[config.mk]
export PLATFORM = sky130hd
export DESIGN_NAME = abp_unit
export DESIGN_NICKNAME = d
export VERILOG_FILES = /design/src/rtl/abp_pkg.sv /design/src/rtl/abp_grp_par.sv /design/src/rtl/abp_gen.sv /design/src/rtl/abp_chk.sv /design/src/rtl/abp_abort.sv /design/src/rtl/abp_unit.sv
export SDC_FILE = /design/constraint.sdc
export NUM_CORES = 1
export LEC_CHECK = 0
export ABC_CLOCK_PERIOD_IN_PS = 1400
export BUFFER_PORTS_ARGS = -buffer_cell sky130_fd_sc_hd__buf_2
export CORE_UTILIZATION = 35
export DETAILED_ROUTE_END_ITERATION = 7
export PLACE_DENSITY = 0.86
export REMOVE_ABC_BUFFERS = 1
export SLEW_MARGIN = 20
export SYNTH_ARGS = -nofsm -noshare
export SYNTH_HDL_FRONTEND = slang
export SYNTH_SLANG_ARGS = --single-unit
[constraint.sdc]
create_clock -name clk -period 1.4 [get_ports clk]
set_input_delay 0.14 -clock clk [delete_from_list [all_inputs] [get_ports clk]]
set_output_delay 0.14 -clock clk [all_outputs]
set_load 0.1 [all_outputs]
[src/rtl/abp_pkg.sv]
package abp_pkg;

  // Widest group the shared parity helper accepts.
  localparam int unsigned GRP_MAX = 64;

  // Per-group mismatch flags carried through the check pipeline.
  typedef struct packed {
    logic hi;
    logic lo;
  } grp_flags_t;

  // Parity level for a group of active-low lines: high when the number of
  // low lines is even. Unused positions must be padded high.
  function automatic logic ap_from_lows(input logic [GRP_MAX-1:0] lines_n);
    int unsigned lows;
    lows = 0;
    for (int i = 0; i < GRP_MAX; i++) begin
      if (!lines_n[i]) lows++;
    end
    return (lows % 2) == 0;
  endfunction

endpackage

[src/rtl/abp_grp_par.sv]
module abp_grp_par #(
  parameter int unsigned W = 12
) (
  input  logic [W-1:0] lines_n,
  output logic         par_n
);
  import abp_pkg::*;

  localparam int unsigned PAD = GRP_MAX - W;

  logic [GRP_MAX-1:0] padded_n;

  generate
    if (PAD > 0) begin : g_pad
      assign padded_n = {{PAD{1'b1}}, lines_n};
    end else begin : g_nopad
      assign padded_n = lines_n;
    end
  endgenerate

  assign par_n = ap_from_lows(padded_n);

endmodule

[src/rtl/abp_gen.sv]
module abp_gen #(
  parameter int unsigned MSB   = 35,
  parameter int unsigned LSB   = 3,
  parameter int unsigned SPLIT = 24
) (
  input  logic [MSB:LSB] addr_n,
  output logic [1:0]     ap_n
);

  // Group 0 is the lower field, group 1 the upper field.
  for (genvar g = 0; g < 2; g++) begin : g_grp
    localparam int unsigned GL = (g == 0) ? LSB : SPLIT;
    localparam int unsigned GH = (g == 0) ? SPLIT - 1 : MSB;
    abp_grp_par #(.W(GH - GL + 1)) u_par (
      .lines_n (addr_n[GH:GL]),
      .par_n   (ap_n[g])
    );
  end

endmodule

[src/rtl/abp_chk.sv]
module abp_chk #(
  parameter int unsigned MSB   = 35,
  parameter int unsigned LSB   = 3,
  parameter int unsigned SPLIT = 24
) (
  input  logic           clk,
  input  logic           rst_n,
  input  logic           ads_n,
  input  logic [MSB:LSB] addr_n,
  input  logic [1:0]     ap_n,
  output logic           aerr_n
);
  import abp_pkg::*;

  logic [1:0] exp_ap_n;
  grp_flags_t grp_bad;
  logic       strobe_bad;
  grp_flags_t stage_q;
  logic       stage_err;
  logic       drive_low_q;

  abp_gen #(.MSB(MSB), .LSB(LSB), .SPLIT(SPLIT)) u_exp (
    .addr_n (addr_n),
    .ap_n   (exp_ap_n)
  );

  assign grp_bad.hi = exp_ap_n[1] ^ ap_n[1];
  assign grp_bad.lo = exp_ap_n[0] ^ ap_n[0];
  assign strobe_bad = !ads_n && (grp_bad.hi || grp_bad.lo);

  // First stage: capture the groups that failed in the strobe cycle.
  always_ff @(posedge clk or negedge rst_n) begin
    if (!rst_n) begin
      stage_q <= '0;
    end else if (!ads_n) begin
      stage_q <= grp_bad;
    end else begin
      stage_q <= '0;
    end
  end

  assign stage_err = stage_q.hi || stage_q.lo;

  // Second stage: drive the shared line low for one cycle.
  always_ff @(posedge clk or negedge rst_n) begin
    if (!rst_n) begin
      drive_low_q <= 1'b0;
    end else begin
      drive_low_q <= stage_err;
    end
  end

  assign aerr_n = !drive_low_q;

  // a failing strobe cycle reaches the first stage on the next clock
  p_stage_follows_r3: assert property (@(posedge clk) disable iff (!rst_n)
    strobe_bad |=> stage_err);

  // a filled first stage lowers the line one clock later
  p_drive_follows_r3: assert property (@(posedge clk) disable iff (!rst_n)
    stage_err |=> !aerr_n);

  // the line is only low two clocks after a failing strobe cycle
  p_quiet_idle_r4: assert property (@(posedge clk) disable iff (!rst_n)
    !aerr_n |-> $past(strobe_bad, 2));

endmodule

[src/rtl/abp_abort.sv]
module abp_abort (
  input  logic clk,
  input  logic rst_n,
  input  logic strap,
  input  logic obs_n,
  output logic abort
);

  logic en_q;
  logic obs_prev_n_q;
  logic new_assert;
  logic abort_q;

  // Strap register: follows the pin only while reset is held.
  always_ff @(posedge clk) begin
    if (!rst_n) en_q <= strap;
  end

  assign new_assert = !obs_n && obs_prev_n_q;

  always_ff @(posedge clk or negedge rst_n) begin
    if (!rst_n) begin
      obs_prev_n_q <= 1'b1;
      abort_q      <= 1'b0;
    end else begin
      obs_prev_n_q <= obs_n;
      abort_q      <= en_q && new_assert;
    end
  end

  assign abort = abort_q;

  // the latched enable holds after reset release
  p_strap_hold_r6: assert property (@(posedge clk) disable iff (!rst_n)
    $stable(en_q));

  // an abort lasts one cycle
  p_abort_pulse_r7: assert property (@(posedge clk) disable iff (!rst_n)
    abort |=> !abort);

  // an abort follows an observed low level on the error line
  p_abort_cause_r7: assert property (@(posedge clk) disable iff (!rst_n)
    abort |-> $past(!obs_n));

  // no abort while observation is disabled
  p_abort_off_r8: assert property (@(posedge clk) disable iff (!rst_n)
    !en_q |-> !abort);

endmodule

[src/rtl/abp_unit.sv]
module abp_unit #(
  parameter int unsigned MSB   = 35,
  parameter int unsigned LSB   = 3,
  parameter int unsigned SPLIT = 24
) (
  input  logic           clk,
  input  logic           rst_n,
  input  logic           cfg_abort_en,
  input  logic [MSB:LSB] init_addr_n,
  output logic [1:0]     init_ap_n,
  input  logic           bus_ads_n,
  input  logic [MSB:LSB] bus_addr_n,
  input  logic [1:0]     bus_ap_n,
  output logic           aerr_drive_n,
  input  logic           aerr_obs_n,
  output logic           xact_abort
);

  abp_gen #(.MSB(MSB), .LSB(LSB), .SPLIT(SPLIT)) u_gen (
    .addr_n (init_addr_n),
    .ap_n   (init_ap_n)
  );

  abp_chk #(.MSB(MSB), .LSB(LSB), .SPLIT(SPLIT)) u_chk (
    .clk    (clk),
    .rst_n  (rst_n),
    .ads_n  (bus_ads_n),
    .addr_n (bus_addr_n),
    .ap_n   (bus_ap_n),
    .aerr_n (aerr_drive_n)
  );

  abp_abort u_abort (
    .clk   (clk),
    .rst_n (rst_n),
    .strap (cfg_abort_en),
    .obs_n (aerr_obs_n),
    .abort (xact_abort)
  );

endmodule

---- Word-level counts from Yosys, hierarchy flattened ----
Index checks and enable logic that the tools add are counted.
cells by class
  bitwise gates (word level) .............. 2
  muxes and demuxes ....................... 67
  reduce and logical (&&, ||, !) cells .... 9
  add/sub/neg operators ................... 62
operator list
  cell                                 number
  logical NOT 32 bit                   4
  two-way mux 1 bit                    66
  adder 1 bit (second input constant)  62
  logical AND 1 bit                    2
  logical NOT 1 bit                    2
  two-way mux 2 bit                    1
  XOR 1 bit                            2
  logical OR 1 bit                     1
word-level totals
  input bits .............................. 73
  word-level logic and storage cells ...... 146
  register bits after elaboration ......... 6
  output and inout bits ................... 4

---- Logic depth before layout (Yosys ltp) ----
Gate-level depths: netlist of run 1.
  depth after elaboration ................. 44
  gate-level depth with buffers ........... 6
  depth with buffers taken out ............ 5

---- Modules after synthesis ----
Synthesis of run 1 repeated with hierarchy kept, for this count alone.
second synthesis, totals
  cells, all modules ...................... 72
  area, all modules ....................... 767.0 um^2
modules (own cells, without submodules)
  module                                        times used  seq. area each (um^2)  area an instance (um^2)  cells an instance
  abp_grp_par (u_chk.u_exp.g_grp[0].u_par ...)  2           0.0                    180.2                    19
  abp_grp_par (u_chk.u_exp.g_grp[1].u_par ...)  2           0.0                    101.3                    10
  abp_chk                                       1           75.1                   110.1                    9
  abp_abort                                     1           81.3                   93.8                     5

---- Least setup slack after synthesis of run 1 ----
OpenSTA, ideal clock, no wires.
  kind .................................... input port to output port
  from .................................... input init_addr_n[10] (netlist name)
  to ...................................... output init_ap_n[0]
  cell stages on the path ................. 6
  slack ................................... 0.071 ns
  arrival ................................. 1.189 ns
  required time ........................... 1.260 ns
  buffers on the path ..................... 1
  cell sequence ........................... xor2_1 xnor2_1 xnor2_1 xnor2_1 xnor2_1 buf_4
between the ends
  cells in the longest elaborated chain, start to end .. 28
ends and longest elaborated chain
  item                  RTL line        RTL
  start: declaration    abp_unit.sv:9   input logic [MSB:LSB] init_addr_n,
  two-way mux 1 bit *   abp_pkg.sv:18   if (!lines_n[i]) lows++;
  adder 1 bit           abp_pkg.sv:18
  two-way mux 1 bit *   abp_pkg.sv:18
  adder 1 bit           abp_pkg.sv:18
  two-way mux 1 bit *   abp_pkg.sv:18
  adder 1 bit           abp_pkg.sv:18
  two-way mux 1 bit *   abp_pkg.sv:18
  adder 1 bit           abp_pkg.sv:18
  [12 not listed]       -
  two-way mux 1 bit *   abp_pkg.sv:18
  adder 1 bit           abp_pkg.sv:18
  two-way mux 1 bit *   abp_pkg.sv:18
  adder 1 bit           abp_pkg.sv:18
  two-way mux 1 bit *   abp_pkg.sv:18
  adder 1 bit           abp_pkg.sv:18
  two-way mux 1 bit *   abp_pkg.sv:18
  logical NOT 32 bit *  abp_pkg.sv:20   return (lows % 2) == 0;
  end: declaration      abp_unit.sv:10  output logic [1:0] init_ap_n,
Mark *: on every way between the ends. The rest lies on a longest branch, timed or not.

---- Worst setup path after layout of run 1 ----
  from .................................... input init_addr_n[22] (netlist name)
  to ...................................... output init_ap_n[0]
between the ends
  cells in the longest elaborated chain, start to end .. 4
ends and longest elaborated chain
  item                  RTL line
  two-way mux 1 bit *   abp_pkg.sv:18
  adder 1 bit           abp_pkg.sv:18
  two-way mux 1 bit *   abp_pkg.sv:18
  logical NOT 32 bit *  abp_pkg.sv:20
Marks and branches as above.

==> metrics.cfg, run 1 <==
[outcome]
outcome=complete, but fails checks
violations=negative setup slack

[hold_path]
min_to=u_abort.obs_prev_n_q
min_delay_path_depth=1
hp-start=aerr_obs_n
hp-class=in -> reg

[clock_network]
cts_tree=yes
htreeDepth=1
postCtsSetupRepairBufs=0
clk_pin_slew_worst_paths_ns=0.04
clockBufferDepth=2
cts_made_buffers=3
clk_latency_ns=0.24
cts.sinks=6
cts-root-buf=clkbuf_4

[synthesis]
synth_top_area_share=0.652
synth_seq_area_share=0.204
ys_types=11
yosysTopAreaCell=xnor2_1
synth_area_per_cell_um2=9.82
synthesis.area_um2=766
yosys-top-cells-area=xnor2_1, dfrtp_1, xor2_1
synthCells=78
ys.warnings.count=0
ys_ff_latch=6

[worst_setup_path]
reg2reg_to=u_chk.drive_low_q
crit_buf_inv=2
r2r_setup_slack_ns=0.65
cp_data_arrival_time_ns=1.39
crit_path_end_kind=output port
max_stage_delay_ns=0.29
worstSetupPathType=in -> out
worstPathCellList=buf_6 -> xor2_2 -> xnor2_1 -> xnor2_1 -> xnor2_2 -> xnor2_2 -> buf_12
crit_fanout=1
start_kind=primary input
cp_slowest_cell=xnor2_1
cpLargestDelayFamily=XOR/XNOR gates
ff2ff_path_depth=1
crit_start=init_addr_n[22]
reg2reg_from=u_chk.stage_q[0]
required_ns=1.26

[timing]
final.setup.worst_slack_ns=-0.127
finalCriticalPeriod_ns=1.53
worstMarginPinSlew_ns=0.487
slew_headroom=0.677
rsz0062_at_grt=yes
finalMaxSlewViolations=0
hold_viol_final=0
setup_tns_ns=-0.127
whs_ns=0.0154
skew_ns=0.00441
setup_viol=1
fmax_ghz=0.655
fin_crit_sh=1.09

[power]
vdd_drop_max_v=0.00135
p_total_mw=1.84
power_density_nw_per_um2=1350
p_leak_nw=0.653

[global_route]
grt_pass1_vias=741
antenna_found_initial=0
grt_pass1_wl_um=2670
track_usage=0.144
grt_overflow_total=0
grt_max_degree=7

[finish]
antennaDiodeCount=0
fin_nets=231
area_growth_syn_to_layout_pct=78.3
finalNonFillerCells=184
fill_cells=164
drive_above_1_share=0.592

[placed_design]
dp.cells=179
place_congestion=0.770
port_buffers=76

[routing]
drtIter0Drc=0
wl_met2_um=1250
ant_nets=0
wl_met3_um=170
viasPerCell=4.27
wl_met1_um=599
detail_route.first_pass.iterations=1
dr.max_layer_used=met4
wl_um=2040
wl_per_cell_um=11.1
num_vias=786
drc=0

[die]
rows=16
die_h_um=48.8
die_w_um=48.8
io_pins=77
core_area_um2=2000
initial_core_util=0.382
dieArea_um2=2380

[run]
cap_violations=0

cells in the mapped netlist:
master and count:
xor2_1 5, xnor3_1 1, buf_4 2, dfrtp_1 4
inv_1 2, dfstp_2 1, or2_2 1, xnor2_1 57
nand2_1 1, edfxtp_1 1, nor2_1 3
kinds of logic (layout without fill, tap and decap cells):
logic type	after synthesis	after routing	share of synthesized area
xor gates and xnor gates	63	63	0.739
DFF	6	6	0.204
and+or+nand+nor	5	5	0.0278
buffers and inverters	4	83	0.0294
how the worst max path moves through the flow:
stage | cells past startpoint | end | slack, ns
after floorplan | 5 | init_ap_n[0] | -1.02
after global placement | 7 | init_ap_n[0] | -0.03
after detailed placement | 7 | init_ap_n[0] | -0.11
after CTS | 7 | init_ap_n[0] | -0.11
after global routing | 7 | init_ap_n[0] | -0.21
final | 7 | init_ap_n[0] | -0.13
metrics by stage:
step                      worst slack, ns  utilization  area (µm²)
after global routing               -0.213        0.682        1370
after global placement            -0.0296        0.597        1190
after floorplan                     -1.02            -         751
after CTS                          -0.109        0.615        1230
final                              -0.127        0.682        1370
after detailed placement           -0.106        0.597        1190
layout by cell type (no fill, tap or decap):
cell and n:
clkbuf_4 3, dfstp_2 1, buf_6 7, xnor3_1 1, xor2_1 3, edfxtp_1 1, dlygate4sd3_1 1, clkbuf_1 1
nor2_1 3, dfrtp_1 4, or2_2 1, xnor2_2 10, buf_2 67, xor2_2 2, inv_1 2, nand2_1 1
buf_12 2, xnor2_1 47
timing repair:
action / 4_1_cts / 5_1_grt
hold buffers: 1 / 0
pin swaps: 0 / 11
resized for setup: 0 / 19
endpoints found under the setup margin: 1 / 1
hold endpoints to repair: 5 / 0
cloned: 0 / 0
flip-flops by register name, indices dropped and copies added (netlist names):
signal and count:
u_chk.stage_q 2, u_abort.abort 1, u_abort.obs_prev_n_q 1, u_abort.en_q 1
u_chk.drive_low_q 1
final cells by class:
cell class / instances / area, µm² / share of cell area
Clock buffer: 4 / 26.3 / 0.0192
Timing Repair Buffer: 77 / 464 / 0.340
Inverter: 2 / 7.51 / 0.00550
Tap cell: 27 / 33.8 / 0.0247
Multi-Input combinational cell: 68 / 677 / 0.496
Sequential cell: 6 / 156 / 0.115
metal layers:
layer,up-vias,global-route usage
li1,388,-
met1,345,0.119
met2,51,0.317
met3,2,0.0249
met4,0,0.0588
met5,-,0
where the power goes:
| group | total [mW] | switching (mW) | internal [mW] |
|---|---|---|---|
| clock network | 0.168 | 0.0603 | 0.108 |
| logic | 1.44 | 0.811 | 0.632 |
| registers | 0.229 | 0.00867 | 0.221 |
Power figures use the tool's default switching activity.
==> run 2: changes to the inputs <==
--- a/config.mk
+++ b/config.mk
@@ -7,6 +7,7 @@
 export LEC_CHECK = 0
 export ABC_CLOCK_PERIOD_IN_PS = 1400
 export BUFFER_PORTS_ARGS = -buffer_cell sky130_fd_sc_hd__buf_2
+export CORE_MARGIN = 2
 export CORE_UTILIZATION = 35
 export DETAILED_ROUTE_END_ITERATION = 7
 export PLACE_DENSITY = 0.86
==> metrics.cfg, run 2 (same netlist as run 1, synthesis figures left out) <==
[outcome]
outcome=complete, but fails checks
violations=negative setup slack

[worst_setup_path]
start_kind=primary input
worstPathCellList=buf_2 -> xor2_1 -> xnor2_1 -> xnor2_1 -> xnor2_1 -> xnor2_1 -> buf_12
worstSetupPathType=in -> out
cp_slowest_cell=xnor2_1
reg2reg_from=u_chk.stage_q[0]
cp_data_arrival_time_ns=1.32
crit_path_end_kind=output port
crit_fanout=1
crit_start=init_addr_n[10]
required_ns=1.26
max_stage_delay_ns=0.26
cp_common_cell=xnor2_1

[die]
die_w_um=50.8
rows=16
initial_core_util=0.379
dieArea_um2=2580
core_area_um2=2020
io_pins=77
die_h_um=50.8

[routing]
wl_per_cell_um=8.29
drtIter0Drc=7
detail_route.first_pass.iterations=2
drc=0
viasPerCell=4.11
wl_um=1530
ant_nets=0
num_vias=757

[timing]
rsz0062_at_grt=yes
finalMaxSlewViolations=0
whs_ns=0.0170
worstMarginPinSlew_ns=0.485
finalCriticalPeriod_ns=1.46
fmax_ghz=0.687
setup_viol=1
final.setup.worst_slack_ns=-0.0565
fin_crit_sh=1.04
skew_ns=0.00450
slew_headroom=0.679
hold_viol_final=0

[power]
p_leak_nw=0.579
vdd_drop_max_v=0.00119
seqPwrFrac=0.133
p_int_uw=892
p_switching_uw=817
sw_frac_of_total=0.478
power_frac_comb=0.769
power_density_nw_per_um2=1390
p_clk_frac=0.098

[finish]
area_growth_syn_to_layout_pct=60.8
final_util=0.609
antennaDiodeCount=0
largest_register_ffs=2
mostFrequentLayoutCell=buf_2
fin_nets=231
drive_above_1_share=0.516
final_cell_mix=buf_2, xnor2_1, xor2_1
top_register=u_chk.stage_q

[clock_network]
cts_tree=yes
cts.sinks=6
clk_latency_ns=0.24
clockBufferDepth=2
htreeDepth=1
cts_made_buffers=3
cts-root-buf=clkbuf_4
clk_pin_slew_worst_paths_ns=0.04

[hold_path]
hp-class=in -> reg
hp-start=aerr_obs_n

[global_route]
grt_max_degree=7
grt_pass1_vias=763
track_usage=0.135
grt_pass1_wl_um=2670
grt_overflow_total=0
antenna_found_initial=0

[placed_design]
dp_hpwl_um=1460
place_congestion=0.605
port_buffers=76
place_ws_ns=-0.0583

[run]
cap_violations=0

[run 2: cell counts in the layout (fill, tap and decap cells not counted)]
Identical to the previous run, type by type.
[run 2: cell type report]
cell class | instances | area [µm²]
clock buffers | 4 | 26.3
inverters | 2 | 7.51
well taps | 27 | 33.8
fillers | 169 | 791
multi-input cells | 68 | 587
repair buffers | 77 | 420
flip-flops and latches | 6 | 156
[run 2: per-stage QoR]
stage	std cells	setup TNS, ns	instance area (µm²)	power (mW)
floorplan	76	-1.89	751	1.09
global placement	179	-0.0236	1190	1.54
detailed placement	179	-0.0583	1190	1.55
CTS	184	-0.0637	1230	1.73
global route	184	-0.146	1230	1.80
finish	184	-0.0565	1230	1.71
[run 2: per-layer routing]
metal  vias up  part of all wire  GRT usage
li1        389                 -          -
met1       316              0.32      0.115
met2        52              0.55      0.287
met3         0              0.13     0.0417
met4         0                 0     0.0405
met5         -                 0          0
[run 2: power groups by stage]
| stage | clock (mW) | sequential, mW | combinational (mW) |
|---|---|---|---|
| after floorplan | 0 | 0.239 | 0.852 |
| after global placement | 0 | 0.230 | 1.31 |
| after detailed placement | 0 | 0.231 | 1.32 |
| after CTS | 0.176 | 0.229 | 1.33 |
| after global routing | 0.183 | 0.232 | 1.38 |
| final | 0.167 | 0.228 | 1.31 |
[run 2: timing repair]
| action | 4_1_cts | 5_1_grt |
|---|---|---|
| gates cloned | 0 | 0 |
| gates resized for setup | 0 | 0 |
| hold buffers | 1 | 0 |
| pin swaps | 0 | 1 |
| setup endpoints to repair | 1 | 2 |
| endpoints found under the hold margin | 5 | 0 |
| setup buffers | 0 | 0 |
[run 2: path summary, 6_finish.rpt]
check / slack [ns] / depth (start not counted) / endpoint
hold reg to reg: 0.44 / 1 / u_chk.drive_low_q
min in group asynchronous: 0.26 / 2 / u_chk.stage_q[1]
hold / removal: 0.02 / 1 / u_abort.obs_prev_n_q
max in group asynchronous: 0.92 / 2 / u_abort.obs_prev_n_q
setup / recovery: -0.06 / 7 / init_ap_n[0]
setup reg to reg: 0.64 / 1 / u_chk.drive_low_q
[run 2: critical path: cells and delay by family]
family | cells | cell delay [ns]
buffers and inverters | 2 | 0.32
XOR/XNOR | 5 | 0.86
